### src/rtl/dphy_tst_pkg.sv
package dphy_tst_pkg;

    localparam int TST_DW    = 8;
    localparam int REG_DW    = 32;
    localparam int CLR_BIT   = 0;
    localparam int CK_BIT    = 1;
    localparam int EN_BIT    = 16;
    localparam int NUM_STEPS = 8;

    localparam logic [TST_DW-1:0] HSFREQ_CODE = 8'h44;

    typedef enum logic [3:0] {
        ST_IDLE,
        ST_CLR_ON,
        ST_CLR_OFF,
        ST_CK_UP,
        ST_ADDR_EN,
        ST_ADDR_FALL,
        ST_DATA_SET,
        ST_DATA_RISE,
        ST_CK_DOWN
    } step_e;

    typedef struct packed {
        logic              clr;
        logic              ck;
        logic              en;
        logic [TST_DW-1:0] din;
    } pins_t;

    function automatic pins_t step_pins(step_e s, logic [TST_DW-1:0] code,
                                        logic [TST_DW-1:0] data);
        pins_t p;
        p = '{clr: 1'b0, ck: 1'b0, en: 1'b0, din: '0};
        case (s)
            ST_CLR_ON:    p.clr = 1'b1;
            ST_CLR_OFF:   p.clr = 1'b0;
            ST_CK_UP:     p.ck  = 1'b1;
            ST_ADDR_EN:   begin p.ck = 1'b1; p.en = 1'b1; p.din = code; end
            ST_ADDR_FALL: begin p.en = 1'b1; p.din = code; end
            ST_DATA_SET:  p.din = data;
            ST_DATA_RISE: begin p.ck = 1'b1; p.din = data; end
            ST_CK_DOWN:   p.din = data;
            default:      p.clr = 1'b0;
        endcase
        return p;
    endfunction

endpackage

### src/rtl/dphy_tst_timer.sv
module dphy_tst_timer #(
    parameter int PHASE_CYC = 4
) (
    input  logic clk,
    input  logic rst_n,
    input  logic restart,
    input  logic run,
    output logic tick
);
    localparam int CNT_W = (PHASE_CYC > 1) ? $clog2(PHASE_CYC) : 1;
    localparam logic [CNT_W-1:0] LAST = CNT_W'(PHASE_CYC - 1);

    typedef struct packed {
        logic [CNT_W-1:0] cnt;
    } tmr_t;

    tmr_t tmr_d, tmr_q;

    assign tick = run && (tmr_q.cnt == LAST);

    always_comb begin
        tmr_d = tmr_q;
        if (restart) begin
            tmr_d.cnt = '0;
        end else if (run) begin
            tmr_d.cnt = tick ? '0 : tmr_q.cnt + 1'b1;
        end
    end

    always_ff @(posedge clk) begin
        if (!rst_n) tmr_q <= '0;
        else        tmr_q <= tmr_d;
    end
endmodule

### src/rtl/dphy_tst_seq.sv
module dphy_tst_seq
    import dphy_tst_pkg::*;
(
    input  logic              clk,
    input  logic              rst_n,
    input  logic              start,
    input  logic [TST_DW-1:0] code_in,
    input  logic [TST_DW-1:0] data_in,
    input  logic              tick,
    output logic              busy,
    output logic              finish,
    output logic              done,
    output pins_t             seq_pins,
    output logic [TST_DW-1:0] last_data
);
    typedef struct packed {
        step_e             step;
        logic [TST_DW-1:0] code;
        logic [TST_DW-1:0] data;
        logic              done;
    } seq_t;

    seq_t seq_d, seq_q;

    assign busy      = (seq_q.step != ST_IDLE);
    assign finish    = (seq_q.step == ST_CK_DOWN) && tick;
    assign done      = seq_q.done;
    assign seq_pins  = step_pins(seq_q.step, seq_q.code, seq_q.data);
    assign last_data = seq_q.data;

    always_comb begin
        seq_d      = seq_q;
        seq_d.done = finish;
        if (seq_q.step == ST_IDLE) begin
            if (start) begin
                seq_d.step = ST_CLR_ON;
                seq_d.code = code_in;
                seq_d.data = data_in;
            end
        end else if (tick) begin
            if (seq_q.step == ST_CK_DOWN) seq_d.step = ST_IDLE;
            else                          seq_d.step = step_e'(seq_q.step + 4'd1);
        end
    end

    always_ff @(posedge clk) begin
        if (!rst_n) begin
            seq_q <= '{step: ST_IDLE, code: '0, data: '0, done: 1'b0};
        end else begin
            seq_q <= seq_d;
        end
    end
endmodule

### src/rtl/dphy_tst_regs.sv
module dphy_tst_regs
    import dphy_tst_pkg::*;
(
    input  logic              clk,
    input  logic              rst_n,
    input  logic              wr_en,
    input  logic              wr_addr,
    input  logic [REG_DW-1:0] wr_data,
    input  logic              load_end,
    input  logic [TST_DW-1:0] end_din,
    output pins_t             reg_pins
);
    typedef struct packed {
        pins_t pins;
    } regs_t;

    regs_t regs_d, regs_q;

    assign reg_pins = regs_q.pins;

    always_comb begin
        regs_d = regs_q;
        if (load_end) begin
            regs_d.pins = '{clr: 1'b0, ck: 1'b0, en: 1'b0, din: end_din};
        end else if (wr_en) begin
            if (!wr_addr) begin
                regs_d.pins.clr = wr_data[CLR_BIT];
                regs_d.pins.ck  = wr_data[CK_BIT];
            end else begin
                regs_d.pins.en  = wr_data[EN_BIT];
                regs_d.pins.din = wr_data[TST_DW-1:0];
            end
        end
    end

    always_ff @(posedge clk) begin
        if (!rst_n) regs_q <= '{pins: '{clr: 1'b1, ck: 1'b0, en: 1'b0, din: '0}};
        else        regs_q <= regs_d;
    end
endmodule

### src/rtl/dphy_tst_wr_master.sv
module dphy_tst_wr_master
    import dphy_tst_pkg::*;
#(
    parameter int PHASE_CYC = 4
) (
    input  logic              clk,
    input  logic              rst_n,
    input  logic              req_valid,
    output logic              req_ready,
    input  logic [TST_DW-1:0] req_code,
    input  logic [TST_DW-1:0] req_data,
    output logic              busy,
    output logic              done,
    input  logic              reg_we,
    input  logic              reg_addr,
    input  logic [REG_DW-1:0] reg_wdata,
    output logic              phy_testclr,
    output logic              phy_testclk,
    output logic              phy_testen,
    output logic [TST_DW-1:0] phy_testdin
);
    logic              accept;
    logic              tick;
    logic              seq_busy;
    logic              seq_finish;
    logic              reg_wr_ok;
    logic [TST_DW-1:0] seq_last_data;
    pins_t             seq_pins;
    pins_t             reg_pins;
    pins_t             out_pins;

    assign req_ready = !seq_busy;
    assign busy      = seq_busy;
    assign accept    = req_valid && !seq_busy;
    assign reg_wr_ok = reg_we && !seq_busy && !accept;

    dphy_tst_timer #(.PHASE_CYC(PHASE_CYC)) u_timer (
        .clk     (clk),
        .rst_n   (rst_n),
        .restart (accept),
        .run     (seq_busy),
        .tick    (tick)
    );

    dphy_tst_seq u_seq (
        .clk       (clk),
        .rst_n     (rst_n),
        .start     (accept),
        .code_in   (req_code),
        .data_in   (req_data),
        .tick      (tick),
        .busy      (seq_busy),
        .finish    (seq_finish),
        .done      (done),
        .seq_pins  (seq_pins),
        .last_data (seq_last_data)
    );

    dphy_tst_regs u_regs (
        .clk      (clk),
        .rst_n    (rst_n),
        .wr_en    (reg_wr_ok),
        .wr_addr  (reg_addr),
        .wr_data  (reg_wdata),
        .load_end (seq_finish),
        .end_din  (seq_last_data),
        .reg_pins (reg_pins)
    );

    assign out_pins    = seq_busy ? seq_pins : reg_pins;
    assign phy_testclr = out_pins.clr;
    assign phy_testclk = out_pins.ck;
    assign phy_testen  = out_pins.en;
    assign phy_testdin = out_pins.din;
endmodule

### config.mk
export PLATFORM = sky130hd
export DESIGN_NAME = dphy_tst_wr_master
export DESIGN_NICKNAME = d
export VERILOG_FILES = /design/src/rtl/dphy_tst_pkg.sv /design/src/rtl/dphy_tst_timer.sv /design/src/rtl/dphy_tst_seq.sv /design/src/rtl/dphy_tst_regs.sv /design/src/rtl/dphy_tst_wr_master.sv
export SDC_FILE = /design/constraint.sdc
export NUM_CORES = 1
export LEC_CHECK = 0
export BUFFER_PORTS_ARGS = -buffer_cell sky130_fd_sc_hd__buf_4
export CORE_ASPECT_RATIO = 0.9
export CORE_MARGIN = 1.5
export CORE_UTILIZATION = 47
export DETAILED_ROUTE_END_ITERATION = 16
export PLACE_DENSITY = 0.85
export SLEW_MARGIN = 20
export SYNTH_ARGS = -nofsm -noshare
export SYNTH_HDL_FRONTEND = slang
export SYNTH_SLANG_ARGS = --single-unit
export TNS_END_PERCENT = 100
### constraint.sdc
create_clock -name clk -period 4.35 [get_ports clk]
set_clock_uncertainty 0.2 [all_clocks]
set_input_delay 0.87 -clock clk [delete_from_list [all_inputs] [get_ports clk]]
set_output_delay 0.87 -clock clk [all_outputs]
set_load 0.1 [all_outputs]
==> results.txt <==
STA classifies the critical path startpoint as a flop. The sequential share of the synthesized area was 0.378. The arrival time reported for the critical path endpoint is 2.71 ns. After clock tree synthesis, the setup repair step added 0 buffers. In this run, post-CTS repair resized a total of 0 instances.

In this run the vertical extent of the chip is 61.7 um. The worst setup path is captured at a primary output. Worst hold path endpoint: u_seq.seq_q[13]$_SDFFE_PN0P_. Counting instances, the worst hold path has a depth of 2. Setup violations remaining at the end of the flow were counted as 0. Timing would allow up to 264 MHz.

Across the run, the number of max-cap violations was 0. The cell chosen for the clock root was sky130_fd_sc_hd__clkbuf_8. IR analysis of the VDD net gives a maximum drop of 0.202 mV.

For the post-layout instance area, the log shows 0.00222 sq mm. The share of flip-flops with an asynchronous set or reset is 0. Clock-pin slew was measured on the worst setup and hold paths at 0.07 ns. The tools report the area of the die as 0.00421 sq mm.

The tools report the maximum number of pins on one net before global-route repair as 35. Width of the die: 68.3 um. Global routing's busiest layer: met2. The number of nets handed over by synthesis was 278.

By startpoint and endpoint, the worst setup path is classified as reg -> out. The tools report the wire length reported by the detailed router as 4.28 mm. The static leakage was 0.894 nW. The tools report the smallest hold slack as 0.263 ns. The top cell types in the final layout, fill and taps aside, are sky130_fd_sc_hd__buf_4, sky130_fd_sc_hd__nand2_1, sky130_fd_sc_hd__dfxtp_1. The tools report the final antenna-violating net count as 0.

The run gives 0.445 as the headroom to the max-slew limit. The clock period could shrink to 3.78 ns. The fraction of met1 tracks used by global routing is 0.288, and the layout-stage area growth over the synthesis result is 23.4%. The number of placed instances, taps included was 292; the number of cells produced by synthesis was 220.

Vias after detailed routing: 1645. In this run the worst path has a maximum fanout of 18. The total power per unit cell area came out at 412 mW/mm^2.

The capture instance of the worst register-to-register path is u_seq.seq_q[18]$_SDFFE_PN0P_. A synthesized cell averages 8.19 sq um. The synthesis-stage register bit count came out at 34. The synthesis warning total was 0; the routability congestion estimate from global placement was 0.817.

The fraction of layout cells with a size suffix above 1 works out to 0.232. For the net total in the final layout, the log shows 311. Slack of the worst reg-to-reg path: 1.81 ns. Setup repair after global routing left no endpoint under its margin. Dividing the detail-routed via count by the number of cells gives 5.48. TritonCTS built the clock tree.

After synthesis the cells add up to 0.00180 sq mm. For this run, the leading register cell type out of synthesis is sky130_fd_sc_hd__dfxtp_1. The startpoint identified for the worst register-to-register timing path is u_seq.seq_q[17]$_SDFFE_PN0P_.

The tools report the via count of the first global-routing pass as 1381. The wire-length estimate of the detail-placed layout is 2.84 mm. After the first detailed-routing iteration, the DRC count stood at 223.

The clock reaches the later pin of the worst-skew pair after 0.29 ns. The worst-case clock buffer depth was 2. The number of cell rows came out at 21. The run gives 0 as the post-cts hold buffer count. The total track usage came out at 0.219.

After routing, the total negative slack on setup checks comes to 0 ns. The routing usage on met2 is 0.337. The run gives 43 as the count of cell types in the netlist. The share of the clock period used by the worst path was 0.869; the number of failing hold endpoints at the final stage was 0. The wire length of the first global-routing pass is 6.71 mm, and the final antenna diode count is 0.

Excluding fillers, the count of instances in the completed layout stands at 300. The tools report the first-pass iteration count of the detailed router as 4. Yosys mapped a number of flops with a built-in enable equal to 0. The count of buffers added on input and output ports is 43.

The slew at the pin closest to its max-slew limit is 0.820 ns. The tightest min-delay check is of the reg -> reg type. The detailed-route DRC error count was 0; the starting density of the core was 0.486. Initial antenna violation count: 0. The most common cell after layout, fill and taps aside was sky130_fd_sc_hd__buf_4.

67 I/O pins were placed. Summing all flip-flop and latch instances after layout gives 681 sq um. Summing all placed instances gives a cell area of 0.00209 sq mm. The worst hold path begins at u_seq.seq_q[13]$_SDFFE_PN0P_. The flow ran to the end, and the final reports show no timing, DRC or antenna violations.

After global routing the overflow that remains totals 0. Logic depth of the worst register-to-register path: 6. The logs give 0 for the number of max-slew violations in the final report and 34 for the number of clock sinks. The layout has 326 filler cells. Counting the buffers created by CTS gives 5. The multi-input combinational cells in the finished layout cover a total of 963 sq um.

After detailed routing, the average wire length per cell comes to 14.3 um. The met3 usage is 0.0649. At the worst endpoint, the required time is 3.28 ns. In this run the standard cell core region covers 0.00370 sq mm.

The H-tree depth reported by CTS is 2. The total chip power was 917 uW.
==> per-layer routing <==
layer | wire [um] | share of wire
met1 | 1940 | 0.45
met2 | 2010 | 0.47
met3 | 279 | 0.065
met4 | 48 | 0.011
met5 | 0 | 0
==> cell type report <==
type,count,share of cell area
inverters,11,0.0242
well taps,46,0.0259
clock inverters,3,0.0310
flip-flops and latches,34,0.306
multi-input cells,157,0.433
repair buffers,44,0.149
clock buffers,5,0.0310
==> per-stage QoR <==
| stage | worst slack, ns | utilization |
|---|---|---|
| 2_1_floorplan | 0.0525 | - |
| 3_3_place_gp | 0.931 | 0.563 |
| 3_5_place_dp | 0.894 | 0.563 |
| 4_1_cts | 0.578 | 0.600 |
| 5_1_grt | 0.383 | 0.600 |
| 6_report | 0.568 | 0.600 |
==> cell families after synthesis <==
logic type	Yosys count	share of synthesized area
AO/OA/AOI/OAI	67	0.251
adder cells (fa/ha/maj)	5	0.0347
buffers and inverters	29	0.0910
flip-flops	34	0.378
multiplexers	4	0.0229
AND/OR/NAND/NOR	81	0.222
==> synthesized netlist by cell type, types with 2 or more instances <==
cell / count / area, sq um
sky130_fd_sc_hd__nand2_1: 39 / 146
sky130_fd_sc_hd__dfxtp_1: 34 / 681
sky130_fd_sc_hd__o21ai_0: 22 / 110
sky130_fd_sc_hd__a21boi_0: 17 / 128
sky130_fd_sc_hd__inv_1: 10 / 37.5
sky130_fd_sc_hd__nor2_1: 9 / 33.8
sky130_fd_sc_hd__a32oi_1: 8 / 70.1
sky130_fd_sc_hd__nor3_1: 8 / 40.0
sky130_fd_sc_hd__a211oi_1: 7 / 52.6
sky130_fd_sc_hd__buf_2: 6 / 30.0
sky130_fd_sc_hd__clkbuf_1: 6 / 22.5
sky130_fd_sc_hd__nand3_1: 6 / 30.0
sky130_fd_sc_hd__ha_1: 5 / 62.6
sky130_fd_sc_hd__a21oi_1: 4 / 20.0
sky130_fd_sc_hd__mux2i_1: 3 / 30.0
sky130_fd_sc_hd__a21boi_1: 2 / 15.0
sky130_fd_sc_hd__a31oi_1: 2 / 12.5
sky130_fd_sc_hd__and4b_1: 2 / 20.0
sky130_fd_sc_hd__buf_4: 2 / 15.0
sky130_fd_sc_hd__buf_6: 2 / 22.5
sky130_fd_sc_hd__nand3b_1: 2 / 15.0
sky130_fd_sc_hd__nor2b_1: 2 / 12.5
sky130_fd_sc_hd__nor3b_1: 2 / 15.0
==> where the power goes <==
part | switching [mW] | internal, mW
clock | 0.124 | 0.230
sequential | 0.0135 | 0.331
combinational | 0.154 | 0.0648
total | 0.291 | 0.625
==> how the worst max path moves through the flow <==
stage | startpoint | end | slack, ns | depth (start not counted)
2_1_floorplan | u_seq.seq_q[17]$_SDFFE_PN0P_ | phy_testdin[0] | 0.05 | 6
3_3_place_gp | u_seq.seq_q[17]$_SDFFE_PN0P_ | phy_testdin[0] | 0.93 | 7
3_5_place_dp | u_seq.seq_q[17]$_SDFFE_PN0P_ | phy_testdin[5] | 0.89 | 7
4_1_cts | u_seq.seq_q[17]$_SDFFE_PN0P_ | phy_testdin[0] | 0.58 | 7
5_1_grt | u_seq.seq_q[17]$_SDFFE_PN0P_ | phy_testdin[7] | 0.38 | 7
6_report | u_seq.seq_q[17]$_SDFFE_PN0P_ | phy_testdin[0] | 0.57 | 7
==> registers in the layout (all words and copies together), names as in the netlist <==
signal	cells
u_timer.tmr_q	2
u_seq.last_data	8
u_regs.reg_pins	11
u_seq.seq_q	12
u_seq.done	1
==> worst max-delay path, stage by stage (launching register included) <==
cell and delay (ns):
sky130_fd_sc_hd__dfxtp_1 0.41, sky130_fd_sc_hd__inv_1 0.11, sky130_fd_sc_hd__ha_1 0.35, sky130_fd_sc_hd__or3b_1 0.74, sky130_fd_sc_hd__clkinv_8 0.22, sky130_fd_sc_hd__a32oi_1 0.21
sky130_fd_sc_hd__o21ai_0 0.12, sky130_fd_sc_hd__buf_4 0.24
(Power assumes the default switching activity.)
